## src/rtl/umg_pkg.sv

```systemverilog
package umg_pkg;

   typedef enum logic [1:0] {
      UMG_LD_LEFT  = 2'b00,
      UMG_LD_RIGHT = 2'b01,
      UMG_ST_LEFT  = 2'b10,
      UMG_ST_RIGHT = 2'b11
   } umg_op_e;

   typedef enum logic [1:0] {
      UMG_IDLE  = 2'b00,
      UMG_READ  = 2'b01,
      UMG_WRITE = 2'b10
   } umg_state_e;

   function automatic logic umg_is_store(input umg_op_e op);
      return op[1];
   endfunction

endpackage

```

## src/rtl/umg_base_select.sv

```systemverilog
module umg_base_select #(
   parameter int DATA_W = 32,
   parameter int IDX_W  = 5
) (
   input  logic              pend_valid,
   input  logic [IDX_W-1:0]  pend_reg,
   input  logic [DATA_W-1:0] pend_value,
   input  logic [IDX_W-1:0]  tgt_reg,
   input  logic [DATA_W-1:0] tgt_value,
   output logic [DATA_W-1:0] base
);

   logic hit;

   always_comb begin
      hit  = pend_valid && (pend_reg == tgt_reg);
      base = hit ? pend_value : tgt_value;
   end

endmodule

```

## src/rtl/umg_merge.sv

```systemverilog
module umg_merge
   import umg_pkg::*;
#(
   parameter int DATA_W = 32,
   parameter int BYTES  = DATA_W / 8,
   parameter int OFS_W  = $clog2(BYTES)
) (
   input  umg_op_e           op,
   input  logic [OFS_W-1:0]  ofs,
   input  logic [DATA_W-1:0] mem_word,
   input  logic [DATA_W-1:0] opnd,
   output logic [DATA_W-1:0] merged
);

   localparam logic [DATA_W-1:0] ONES = {DATA_W{1'b1}};

   logic [DATA_W-1:0] ll_c [BYTES];
   logic [DATA_W-1:0] lr_c [BYTES];
   logic [DATA_W-1:0] sl_c [BYTES];
   logic [DATA_W-1:0] sr_c [BYTES];
   logic [OFS_W-1:0]  k_sel;

   for (genvar k = 0; k < BYTES; k++) begin : g_case
      localparam int KB  = 8 * k;
      localparam int RB  = 8 * (k + 1);
      localparam int SRB = 8 * (BYTES - 1 - k);
      localparam logic [DATA_W-1:0] KEEP_LO_K  = ONES >> (DATA_W - KB);
      localparam logic [DATA_W-1:0] KEEP_LO_R  = ONES >> (DATA_W - RB);
      localparam logic [DATA_W-1:0] KEEP_HI_K  = ~(ONES >> KB);
      localparam logic [DATA_W-1:0] KEEP_LO_SR = ONES >> (DATA_W - SRB);

      always_comb begin
         ll_c[k] = (mem_word << KB) | (opnd & KEEP_LO_K);
         lr_c[k] = (opnd & ~KEEP_LO_R) | (mem_word >> (DATA_W - RB));
         sl_c[k] = (mem_word & KEEP_HI_K) | (opnd >> KB);
         sr_c[k] = (mem_word & KEEP_LO_SR) | (opnd << SRB);
      end
   end

   always_comb begin
      k_sel = OFS_W'(BYTES - 1) - ofs;
      unique case (op)
         UMG_LD_LEFT:  merged = ll_c[k_sel];
         UMG_LD_RIGHT: merged = lr_c[k_sel];
         UMG_ST_LEFT:  merged = sl_c[k_sel];
         default:      merged = sr_c[k_sel];
      endcase
   end

endmodule

```

## src/rtl/umg_ctrl.sv

```systemverilog
module umg_ctrl
   import umg_pkg::*;
(
   input  logic clk,
   input  logic rst_n,
   input  logic req_valid,
   input  logic req_store,
   input  logic mem_ack,
   input  logic mem_err,
   output logic accept,
   output logic rd_take,
   output logic busy,
   output logic rd_en,
   output logic wr_en,
   output logic ld_fin,
   output logic st_fin,
   output logic abort_fin
);

   umg_state_e state_q, state_d;
   logic       store_q;

   always_comb begin
      accept  = req_valid && (state_q == UMG_IDLE);
      rd_en   = (state_q == UMG_READ);
      wr_en   = (state_q == UMG_WRITE);
      busy    = (state_q != UMG_IDLE);
      rd_take = rd_en && mem_ack && !mem_err;
      state_d = state_q;
      unique case (state_q)
         UMG_IDLE:  if (accept) state_d = UMG_READ;
         UMG_READ:  if (mem_err) state_d = UMG_IDLE;
                    else if (mem_ack) state_d = store_q ? UMG_WRITE : UMG_IDLE;
         UMG_WRITE: if (mem_err || mem_ack) state_d = UMG_IDLE;
         default:   state_d = UMG_IDLE;
      endcase
   end

   always_ff @(posedge clk) begin
      if (!rst_n) begin
         state_q   <= UMG_IDLE;
         store_q   <= 1'b0;
         ld_fin    <= 1'b0;
         st_fin    <= 1'b0;
         abort_fin <= 1'b0;
      end else begin
         state_q   <= state_d;
         if (accept) store_q <= req_store;
         ld_fin    <= rd_take && !store_q;
         st_fin    <= wr_en && mem_ack && !mem_err;
         abort_fin <= (rd_en || wr_en) && mem_err;
      end
   end

   assert_rw_exclusive_R7: assert property (@(posedge clk) disable iff (!rst_n)
      !(rd_en && wr_en));

   assert_single_outcome_R9: assert property (@(posedge clk) disable iff (!rst_n)
      $onehot0({ld_fin, st_fin, abort_fin}));

   assert_done_pulse_R9: assert property (@(posedge clk) disable iff (!rst_n)
      (ld_fin || st_fin) |=> !(ld_fin || st_fin));

endmodule

```

## src/rtl/umg_merger.sv

```systemverilog
module umg_merger
   import umg_pkg::*;
#(
   parameter int DATA_W = 32,
   parameter int ADDR_W = 32,
   parameter int IDX_W  = 5
) (
   input  logic              clk,
   input  logic              rst_n,
   input  logic              req_valid,
   input  logic [1:0]        req_op,
   input  logic [ADDR_W-1:0] req_addr,
   input  logic [DATA_W-1:0] req_data,
   input  logic [IDX_W-1:0]  req_reg,
   input  logic [DATA_W-1:0] req_base,
   input  logic              pend_valid,
   input  logic [IDX_W-1:0]  pend_reg,
   input  logic [DATA_W-1:0] pend_value,
   output logic              busy,
   output logic              mem_rd_en,
   output logic              mem_wr_en,
   output logic [ADDR_W-1:0] mem_addr,
   output logic [DATA_W-1:0] mem_wdata,
   input  logic [DATA_W-1:0] mem_rdata,
   input  logic              mem_ack,
   input  logic              mem_err,
   output logic              ld_valid,
   output logic [DATA_W-1:0] ld_data,
   output logic              st_done,
   output logic              op_abort
);

   localparam int BYTES = DATA_W / 8;
   localparam int OFS_W = $clog2(BYTES);

   if ((DATA_W % 8) != 0 || BYTES < 2 || (BYTES & (BYTES - 1)) != 0) begin : g_bad_width
      $error("umg_merger: DATA_W must be a power-of-two count of bytes, at least two");
   end
   if (ADDR_W <= OFS_W) begin : g_bad_addr
      $error("umg_merger: ADDR_W too small for the byte offset");
   end

   umg_op_e           op_in, op_q;
   logic              accept, rd_take;
   logic [DATA_W-1:0] base_sel, merged;
   logic [ADDR_W-1:0] addr_q;
   logic [OFS_W-1:0]  ofs_q;
   logic [DATA_W-1:0] opnd_q, wdata_q, ld_q;

   assign op_in = umg_op_e'(req_op);

   umg_base_select #(.DATA_W(DATA_W), .IDX_W(IDX_W)) u_base (
      .pend_valid (pend_valid),
      .pend_reg   (pend_reg),
      .pend_value (pend_value),
      .tgt_reg    (req_reg),
      .tgt_value  (req_base),
      .base       (base_sel)
   );

   umg_ctrl u_ctrl (
      .clk       (clk),
      .rst_n     (rst_n),
      .req_valid (req_valid),
      .req_store (umg_is_store(op_in)),
      .mem_ack   (mem_ack),
      .mem_err   (mem_err),
      .accept    (accept),
      .rd_take   (rd_take),
      .busy      (busy),
      .rd_en     (mem_rd_en),
      .wr_en     (mem_wr_en),
      .ld_fin    (ld_valid),
      .st_fin    (st_done),
      .abort_fin (op_abort)
   );

   umg_merge #(.DATA_W(DATA_W)) u_merge (
      .op       (op_q),
      .ofs      (ofs_q),
      .mem_word (mem_rdata),
      .opnd     (opnd_q),
      .merged   (merged)
   );

   always_ff @(posedge clk) begin
      if (!rst_n) begin
         op_q    <= UMG_LD_LEFT;
         addr_q  <= '0;
         ofs_q   <= '0;
         opnd_q  <= '0;
         wdata_q <= '0;
         ld_q    <= '0;
      end else begin
         if (accept) begin
            op_q   <= op_in;
            addr_q <= {req_addr[ADDR_W-1:OFS_W], {OFS_W{1'b0}}};
            ofs_q  <= req_addr[OFS_W-1:0];
            opnd_q <= umg_is_store(op_in) ? req_data : base_sel;
         end
         if (rd_take) begin
            if (umg_is_store(op_q)) wdata_q <= merged;
            else                    ld_q    <= merged;
         end
      end
   end

   assign mem_addr  = addr_q;
   assign mem_wdata = wdata_q;
   assign ld_data   = ld_q;

   assert_write_after_read_R7: assert property (@(posedge clk) disable iff (!rst_n)
      $rose(mem_wr_en) |-> $past(mem_rd_en && mem_ack && !mem_err));

   assert_write_same_addr_R1: assert property (@(posedge clk) disable iff (!rst_n)
      $rose(mem_wr_en) |-> (mem_addr == $past(mem_addr)));

   assert_abort_no_write_R8: assert property (@(posedge clk) disable iff (!rst_n)
      op_abort |-> ($past(mem_err) && !mem_wr_en && !ld_valid));

   assert_strobe_hold_R9: assert property (@(posedge clk) disable iff (!rst_n)
      ((mem_rd_en || mem_wr_en) && !mem_ack && !mem_err) |=>
      ((mem_rd_en || mem_wr_en) && $stable(mem_addr)));

   assert_pending_base_R6: assert property (@(posedge clk) disable iff (!rst_n)
      (accept && !req_op[1] && pend_valid && (pend_reg == req_reg)) |=>
      (opnd_q == $past(pend_value)));

endmodule

```

## config.mk

```make
export PLATFORM = sky130hd
export DESIGN_NAME = umg_merger
export DESIGN_NICKNAME = d
export VERILOG_FILES = /design/src/rtl/umg_pkg.sv /design/src/rtl/umg_base_select.sv /design/src/rtl/umg_merge.sv /design/src/rtl/umg_ctrl.sv /design/src/rtl/umg_merger.sv
export SDC_FILE = /design/constraint.sdc
export NUM_CORES = 1
export LEC_CHECK = 0
export BUFFER_PORTS_ARGS = -buffer_cell sky130_fd_sc_hd__clkbuf_2
export CORE_UTILIZATION = 35
export DETAILED_ROUTE_END_ITERATION = 10
export GPL_TIMING_DRIVEN = 0
export PLACE_DENSITY = 0.56
export SYNTH_ARGS = -nofsm -noshare
export SYNTH_HDL_FRONTEND = slang
export SYNTH_SLANG_ARGS = --single-unit
```

## constraint.sdc

```tcl
create_clock -name clk -period 4.5 [get_ports clk]
set_input_delay 0.9 -clock clk [delete_from_list [all_inputs] [get_ports clk]]
set_output_delay 0.9 -clock clk [all_outputs]
set_load 0.005 [all_outputs]
```

==> key figures <==
Synthesis
  – Syn Inst Count: 989
  – Synth top area share: 33.49%
  – Mean Syn Cell Area: just over 8 sq um
  – Post-synthesis sequential area ratio: between 30 and 40%
  – Unique masters post-synth: 61
  – Top cells by area, synth: dfxtp_1, nand2_1, mux2i_1
  – Async SR Flop Fraction: 0%
  – Yosys warns: 0
  – #FFs+latches synth: ~140
  – Yosys top cell by area: dfxtp_1
  – Most used DFF post-synth: dfxtp_1
  – Post-synth EDFFs: 0
  – Syn Std Cell Area: 0.008070 sq mm

STA
  – Fmax: approximately 370 MHz
  – Final setup fails: 0
  – Setup TNS: 0 ps
  – Final period utilization: approximately three fifths
  – RSZ-0062 raised after global routing: false
  – Final hold vios: 0
  – Final critical-path required period: 2736 ps
  – Rel. slew slack: between 40% and 50%
  – Final worst clock skew: 14.93 ps
  – Max Slew Vio Count: 0
  – Worst-margin pin slew: 845.3 ps
  – Worst hold margin: 461.3 ps

Critical path
  – Reg2Reg Setup Slack: 1810 ps
  – CP Class: input pin to flip-flop
  – Crit start category: input pin
  – Critical Path RT: 4780 ps
  – Crit-path max FO: 10
  – CP endpoint kind: flip-flop
  – Crit path arrival time: 3020 ps

Layout
  – Leading cell types in the layout, fill and taps excluded: clkbuf_2, nand2_1, dfxtp_1, o21ai_0
  – Commonest non-fill, non-tap cell in the layout: clkbuf_2
  – Layout cells sized above 1: 30.15%
  – Sequential Area: 0.002703 sq mm
  – FILL cells: 2316
  – # nets final: 1466
  – Synth-to-Final Area Change: 29.02%
  – Multi-input gate area: just under 0.005 sq mm
  – Antenna cells: 0

Floorplanning
  – Area of the core: 0.02264 sq mm
  – DIE AREA: 0.02367 sq mm
  – Num rows: 55
  – Ports: 280
  – Die Height: 153.9 um
  – Initial Util: between 30% and 40%
  – DIE WIDTH: 153.9 um

Status
  – Status: finished clean

Min path
  – Worst hold path class: flip-flop to flip-flop

Power and ir drop
  – LEAKAGE: roughly 4.6 nW
  – Pwr Density: 353.3 mW/mm^2
  – Peak VDD IR: ~0.21 mV

GRT
  – Overflow after GRT: 0
  – Total GRT Usage: about a third
  – Antenna violations before repair: 0
  – First-pass GRT wire length: 57460 um
  – Largest net degree at the start of global routing: 17
  – Vias in the first global route: 9285

Job
  – Max Cap Violations: 0

CTS
  – TritonCTS clock tree: yes
  – H-tree depth: 4
  – Post-CTS Hold Buffers: 0
  – Clk slew on worst S/H paths: 60 ps
  – Post-CTS Resized: 0
  – Postcts setup bufs: 0
  – Clock Latency Late Sink: about 430 ps
  – Worst-case clock buffer depth: 2
  – Root Driver: clkbuf_16
  – Number of CTS-inserted buffers: 17
  – Clock sink count: 135

Route
  – DRT antenna net count: 0
  – Vias per cell: 5.863
  – Final wirelength: 38520 um
  – Drt first-iter violations: 771
  – 1st-pass router iterations: 5
  – Via count: 9276
  – DRC Markers: 0
  – Avg WL per Cell: 24.35 um

Placement
  – Post-detail-place hpwl: 29600 um
  – Final GP Congestion: 1.051
  – IO Port Bufs: 275
==> sequential cells by signal (all words and copies together), names as in the netlist <==
name,flops
u_ctrl.ld_fin,1
opnd_q,32
mem_addr,30
ofs_q,2
ld_data,32
u_ctrl.state_q,2
u_ctrl.st_fin,1
u_ctrl.abort_fin,1
op_q,2
mem_wdata,32
==> cells in the mapped netlist (all sizes together), types with 9 or more instances <==
cell type,n
a21boi,36
a21oi,59
clkbuf,48
a211oi,15
o211a,9
a221oi,10
inv,9
mux2i,59
buf,47
and2,14
o211ai,39
mux4,9
nand2,178
nand3b,32
dfxtp,135
nor2b,12
nor2,30
a31oi,48
o22ai,15
nand3,10
o21ai,68
mux2,19
==> final cells by class <==
class | instances | share of cell area [%]
multi-input cells | 750 | 46.71
flip-flops and latches | 135 | 25.96
clock buffers | 17 | 4.086
inverters | 10 | 0.3605
clock inverters | 15 | 1.730
well taps | 285 | 3.425
repair buffers | 275 | 13.22
plain buffers | 95 | 4.518
==> layer usage <==
metal	vias up	track usage (%)	wire, um
li1	4251	-	-
met1	4311	41.93	15970
met2	622	52.55	17230
met3	92	6.962	3674
met4	0	15.57	1647
met5	-	0	0
==> path summary, 6_finish.rpt <==
kind,to,start,cells past startpoint
worst max-delay path,ld_data[6],mem_err,6
worst min-delay path,ld_data[11],ld_data[11],2
worst max register to register,ld_data[6],op_q[1],7
worst min register to register,ld_data[11],ld_data[11],2
==> stage by stage <==
step                      power, W  utilization, %  area [sq um]  setup slack, ps  instances
final                     0.003678           45.99         10410             1764       1582
after global routing      0.003808           45.99         10410             1652       1582
after CTS                 0.003670           45.99         10410             1802       1582
after detailed placement  0.002206           43.32          9807             1352       1550
after global placement    0.002212           43.32          9807             1347       1550
after floorplan           0.001824               -          8074             2415        990
==> cells by family after synthesis <==
kind of cell / share of synthesized area [%]
flops: 33.49
simple gates: 16.95
xor+xnor: 0.5426
other cells: 0.04647
fa+ha+maj: 0.6202
mux: 12.48
compound gates: 29.58
buf+inv: 6.294
==> where the power goes <==
part	switching, W	total [W]	internal [W]	leakage, nW
clock network	0.000626	0.00147	0.000843	0.302
logic	0.000524	0.000852	0.000329	3.15
registers	0.0000888	0.00136	0.00127	1.10
==> worst max-delay path: stages <==
cell,delay (ps)
clkbuf_2,110
nor2b_1,330
nand3_1,510
clkbuf_1,450
a221oi_1,620
nor3b_1,100
Note: power is estimated with default switching activity, not from simulation.
